==> src/rtl/xlfsr_pkg.sv <==
package xlfsr_pkg;

    localparam int unsigned GROUP_BITS = 3;
    localparam int unsigned LANES      = 2;

    typedef enum logic [1:0] {
        YIELD_NONE = 2'd0,
        YIELD_ONE  = 2'd1,
        YIELD_TWO  = 2'd2
    } yield_e;

    typedef enum logic [1:0] {
        CTL_HOLD  = 2'd0,
        CTL_STEP  = 2'd1,
        CTL_SEED  = 2'd2,
        CTL_RESET = 2'd3
    } ctl_e;

endpackage

==> src/rtl/xlfsr_advance.sv <==
module xlfsr_advance #(
    parameter int unsigned    W        = 16,
    parameter logic [W-1:0]   TAP_MASK = 16'hD008,
    parameter int unsigned    STEPS    = 3
) (
    input  logic [W-1:0]     state_i,
    output logic [W-1:0]     state_o,
    output logic [STEPS-1:0] group_o
);

    logic [W-1:0] chain [0:STEPS];

    assign chain[0] = state_i;

    for (genvar k = 0; k < STEPS; k++) begin : g_step
        logic fb;
        // feedback plus the term that splices the all-zero state into the cycle
        assign fb = (^(chain[k] & TAP_MASK)) ^ (~|chain[k][W-2:0]);
        assign chain[k+1] = {chain[k][W-2:0], fb};
        // first bit out lands in the MSB of the group
        assign group_o[STEPS-1-k] = chain[k][W-1];
    end

    assign state_o = chain[STEPS];

endmodule

==> src/rtl/xlfsr_group_map.sv <==
module xlfsr_group_map
    import xlfsr_pkg::*;
(
    input  logic [GROUP_BITS-1:0] group_i,
    output yield_e                yield_o,
    output logic [LANES-1:0]      bits_o
);

    always_comb begin
        unique case (group_i)
            3'b000: begin yield_o = YIELD_NONE; bits_o = 2'b00; end
            3'b111: begin yield_o = YIELD_NONE; bits_o = 2'b00; end
            3'b001: begin yield_o = YIELD_TWO;  bits_o = 2'b00; end
            3'b010: begin yield_o = YIELD_TWO;  bits_o = 2'b10; end
            3'b101: begin yield_o = YIELD_TWO;  bits_o = 2'b01; end
            3'b110: begin yield_o = YIELD_TWO;  bits_o = 2'b11; end
            3'b011: begin yield_o = YIELD_ONE;  bits_o = 2'b00; end
            3'b100: begin yield_o = YIELD_ONE;  bits_o = 2'b01; end
            default: begin yield_o = YIELD_NONE; bits_o = 2'b00; end
        endcase
    end

endmodule

==> src/rtl/xlfsr_tri_extract.sv <==
module xlfsr_tri_extract
    import xlfsr_pkg::*;
#(
    parameter int unsigned  W          = 16,
    parameter logic [W-1:0] TAP_MASK   = 16'hD008,
    parameter logic [W-1:0] RESET_SEED = 16'h0001
) (
    input  logic         clk_i,
    input  logic         rst_i,
    input  logic         step_en_i,
    input  logic         seed_we_i,
    input  logic [W-1:0] seed_i,
    output logic [1:0]   out_bits_o,
    output logic [1:0]   out_valid_o
);

    logic [W-1:0]          lfsr_q;
    logic [W-1:0]          lfsr_adv;
    logic [GROUP_BITS-1:0] group;
    yield_e                yield_kind;
    logic [LANES-1:0]      map_bits;
    ctl_e                  ctl;

    xlfsr_advance #(
        .W        (W),
        .TAP_MASK (TAP_MASK),
        .STEPS    (GROUP_BITS)
    ) u_adv (
        .state_i (lfsr_q),
        .state_o (lfsr_adv),
        .group_o (group)
    );

    xlfsr_group_map u_map (
        .group_i (group),
        .yield_o (yield_kind),
        .bits_o  (map_bits)
    );

    always_comb begin
        if (rst_i)          ctl = CTL_RESET;
        else if (seed_we_i) ctl = CTL_SEED;
        else if (step_en_i) ctl = CTL_STEP;
        else                ctl = CTL_HOLD;
    end

    always_ff @(posedge clk_i) begin
        unique case (ctl)
            CTL_RESET: lfsr_q <= RESET_SEED;
            CTL_SEED:  lfsr_q <= seed_i;
            CTL_STEP:  lfsr_q <= lfsr_adv;
            CTL_HOLD:  lfsr_q <= lfsr_q;
            default:   lfsr_q <= lfsr_q;
        endcase
    end

    always_comb begin
        out_bits_o  = 2'b00;
        out_valid_o = 2'b00;
        if (ctl == CTL_STEP) begin
            unique case (yield_kind)
                YIELD_ONE: begin
                    out_valid_o = 2'b01;
                    out_bits_o  = {1'b0, map_bits[0]};
                end
                YIELD_TWO: begin
                    out_valid_o = 2'b11;
                    out_bits_o  = map_bits;
                end
                default: begin
                    out_valid_o = 2'b00;
                    out_bits_o  = 2'b00;
                end
            endcase
        end
    end

endmodule

==> config.mk <==
export PLATFORM = sky130hd
export DESIGN_NAME = xlfsr_tri_extract
export DESIGN_NICKNAME = d
export VERILOG_FILES = /design/src/rtl/xlfsr_pkg.sv /design/src/rtl/xlfsr_advance.sv /design/src/rtl/xlfsr_group_map.sv /design/src/rtl/xlfsr_tri_extract.sv
export SDC_FILE = /design/constraint.sdc
export NUM_CORES = 1
export LEC_CHECK = 0
export ABC_AREA = 1
export ABC_CLOCK_PERIOD_IN_PS = 2500
export CORE_ASPECT_RATIO = 0.6
export CORE_MARGIN = 3
export CORE_UTILIZATION = 40
export CTS_CLUSTER_SIZE = 20
export DETAILED_ROUTE_END_ITERATION = 10
export GPL_TIMING_DRIVEN = 0
export PLACE_DENSITY = 0.71
export SYNTH_ARGS = -nofsm -noshare
export SYNTH_HDL_FRONTEND = slang
export SYNTH_HIERARCHICAL = 1
export SYNTH_SLANG_ARGS = --single-unit
==> constraint.sdc <==
create_clock -name clk_i -period 2.5 [get_ports clk_i]
set_input_delay 0.5 -clock clk_i [delete_from_list [all_inputs] [get_ports clk_i]]
set_output_delay 0.5 -clock clk_i [all_outputs]
set_load 0.1 [all_outputs]
==> flow_metrics.env <==
export IMPL_antenna_found_initial=0
export IMPL_cpPeakStageDelay_ps=410
export IMPL_routabilityCongestion=0.767
export IMPL_cp_start_kind="register"
export IMPL_launch_point_of_the_worst_reg_to_reg_path="lfsr_q[13]"
export IMPL_placed_cells_incl_taps=261
export IMPL_r2r_slack_ps=590
export IMPL_drt_pre_antenna_iters=4
export IMPL_fmaxAchievable_mhz=411
export IMPL_synth_edf_count=16
export IMPL_power_density_nw_per_um2=452
export IMPL_setup_repair_after_global_routing_missed_its_margin="no"
export IMPL_coreArea_sq_um=3400
export IMPL_cp_end_kind="output pin"
export IMPL_die_height_microns=53.3
export IMPL_route_detailed_vias_per_inst=4.53
export IMPL_ir_drop_worst_case_vdd_mv=0.267
export IMPL_critPathArrivalTime_ps=1930
export IMPL_initial_utilization_pct=43.8
export IMPL_syn_area_per_cell_sq_um=7.68
export IMPL_dominantRegCellSynth="edfxtp_1"
export IMPL_largest_register_ff_count=16
export IMPL_clock_sink_count=16
export IMPL_synthesis_nets=222
export IMPL_worst_pin_slew_ps=700
export IMPL_clock_skew_ps=1.45
export IMPL_finalMaxSlewViolations=0
export IMPL_number_of_global_route_vias_before_repair=1082
export IMPL_syn_area_sq_um=1490
export IMPL_setup_viol=0
export IMPL_timing_critical_path_mode_cell="nand2_1"
export IMPL_synthDominantCellAreaShare_pct=32.2
export IMPL_synth_async_reset_ratio_pct=0
export IMPL_slew_headroom_pct=53.2
export IMPL_worstPathRequired_ps=2000
export IMPL_critical_path_cell_chain="buf_4, ha_1, nand2_1, nand2_1, inv_1, ha_2, nor3_4, buf_12"
export IMPL_worst_r2r_cell_count=11
export IMPL_period_needed_ps=2430
export IMPL_clock_tree_buffer_depth=2
export IMPL_largest_register="lfsr_q"
export IMPL_crit_slowest_cell="edfxtp_1"
export IMPL_tns_ps=0
export IMPL_drt_initial_drc_count=32
export IMPL_place_detailed_hpwl_microns=2380
export IMPL_cts_tree="yes"
export IMPL_vias=1205
export IMPL_ys_warnings_count=6
export IMPL_hold_path_class="input port to register"
export IMPL_port_buf_inserts=22
export IMPL_cell_type_with_the_largest_total_area_after_synthesis="edfxtp_1"
export IMPL_rr_endpoint="lfsr_q[0]"
export IMPL_nNetsFinal=250
export IMPL_largestRegisters="lfsr_q (16)"
export IMPL_pin_count_of_the_biggest_net_entering_global_routing=17
export IMPL_clk_transition_reported_paths_ps=70
export IMPL_timing_critical_path_fanout_max=2
export IMPL_power_uw=839
export IMPL_diodes=0
export IMPL_cts_buffers_inserted=3
export IMPL_max_cap_violations=0
export IMPL_min_period_over_period_pct=97.3
export IMPL_drtAntennaViolNets=0
export IMPL_drt_wl_total_microns=3140
export IMPL_drive_above_1_share_pct=28.1
export IMPL_power_leakage_nw=0.837
export IMPL_area_growth_synth_to_final_pct=24.6
export IMPL_finalHoldViolCount=0
export IMPL_stdcell_count=266
export IMPL_endpoint="out_bits_o[0]"
export IMPL_synth_cell_types=24
export IMPL_io_pin_count=24
export IMPL_path_class="register to output pin"
export IMPL_run_status="finished clean"
export IMPL_gr_usage_all_layers_pct=14.4
export IMPL_syn_instance_count=194
export IMPL_clock_tree_root_cell="clkbuf_8"
export IMPL_h_tree_depth_reported_by_cts=1
export IMPL_seq_area_frac_synth_pct=32.2
export IMPL_fp_dieArea_sq_um=4520
export IMPL_wire_per_inst_microns=11.8
export IMPL_die_width_microns=84.8
export IMPL_yosys_top_cells_area="edfxtp_1 (32%), nand2_1 (13%), buf_4 (10%)"
export IMPL_overflow=0
export IMPL_drcViolationCount=0
export IMPL_clkLatencyLatePin_ps=250
export IMPL_cp_startpoint="lfsr_q[13]"
export IMPL_core_rowCount=16
export IMPL_yosys_register_bits=16
export IMPL_grt_pass1_wl_microns=5020
[worst min path at each step]
stage | startpoint | endpoint | slack (ps) | cells after the start
after floorplan | seed_i[0] | lfsr_q[0] | 690 | 2
after global placement | lfsr_q[5] | lfsr_q[8] | 730 | 3
after detailed placement | lfsr_q[0] | lfsr_q[3] | 730 | 3
after CTS | step_en_i | lfsr_q[1] | 690 | 3
after global routing | step_en_i | lfsr_q[14] | 700 | 3
final | step_en_i | lfsr_q[1] | 690 | 3
[layout by cell type, fill, tap and decap left out, drive strengths merged]
cell type,n
a21oi,16
buf,27
clkbuf,9
clkdlybuf4s50,18
clkinv,1
edfxtp,16
ha,8
inv,28
nand2,54
nand3,21
nand4,1
nor2,16
nor3,2
o21ai,2
xor2,2
[report_power, final]
| part | total [mW] | internal [mW] | switching, mW |
|---|---|---|---|
| Combinational | 0.294 | 0.140 | 0.154 |
| Clock | 0.206 | 0.109 | 0.0970 |
| Sequential | 0.339 | 0.320 | 0.0193 |
[layer usage]
layer  GRT usage (%)  vias to the layer above  routed length, microns
li1                -                      645                       -
met1            19.8                      544                    1690
met2            23.1                       14                    1350
met3            4.35                        2                      89
met4            1.32                        0                       8
met5               0                        -                       0
[cells in the mapped netlist, types with 2 or more instances]
master	n
nand2_2	3
inv_1	27
clkbuf_2	2
a21oi_1	9
buf_4	20
nor2_1	13
xor2_1	2
o21ai_0	2
clkbuf_8	2
a21oi_2	7
nor2_2	2
nand3_2	7
nand3_1	14
edfxtp_1	16
nand2_1	51
clkbuf_1	2
ha_1	8
[worst max-delay path: cells and delay by family (launching register included)]
kind,cells,cell delay [ps]
adder cells (fa/ha/maj),2,510
AND/OR/NAND/NOR,3,350
buffers and inverters,3,420
flip-flops,1,410
[per-stage QoR]
step | utilization [%] | setup WS, ps | hold slack (ps) | instance area, sq um
finish | 54.6 | 67.6 | 695 | 1860
global route | 54.6 | 0.895 | 704 | 1860
CTS | 54.3 | 14.2 | 687 | 1850
detailed placement | 52.3 | -852 | 728 | 1780
global placement | 52.3 | -841 | 725 | 1780
floorplan | - | -76.2 | 693 | 1500
[cell type report]
| class | count | area (sq um) |
|---|---|---|
| Buffer | 27 | 219 |
| Clock inverter | 1 | 3.75 |
| Sequential cell | 16 | 480 |
| Inverter | 28 | 105 |
| Timing Repair Buffer | 24 | 250 |
| Multi-Input combinational cell | 122 | 701 |
| Fill cell | 343 | 1550 |
| Clock buffer | 3 | 41.3 |
| Tap cell | 45 | 56.3 |
[cell families after synthesis]
kind of cell               synth area share (%)
adders and majority gates                  6.72
DFF                                        32.2
xor gates and xnor gates                   1.18
buffers and inverters                      22.3
AOI/OAI and AO/OA                          7.81
and+or+nand+nor                            29.8
[repair_timing]
item                       4_1_cts  5_1_grt
hold endpoints to repair         0        0
hold buffers                     0        0
setup buffers                    0        2
gates resized for setup         33        1
pin swaps                        1        1
setup endpoints to repair        4        4
Note: power is estimated with default switching activity, not from simulation.
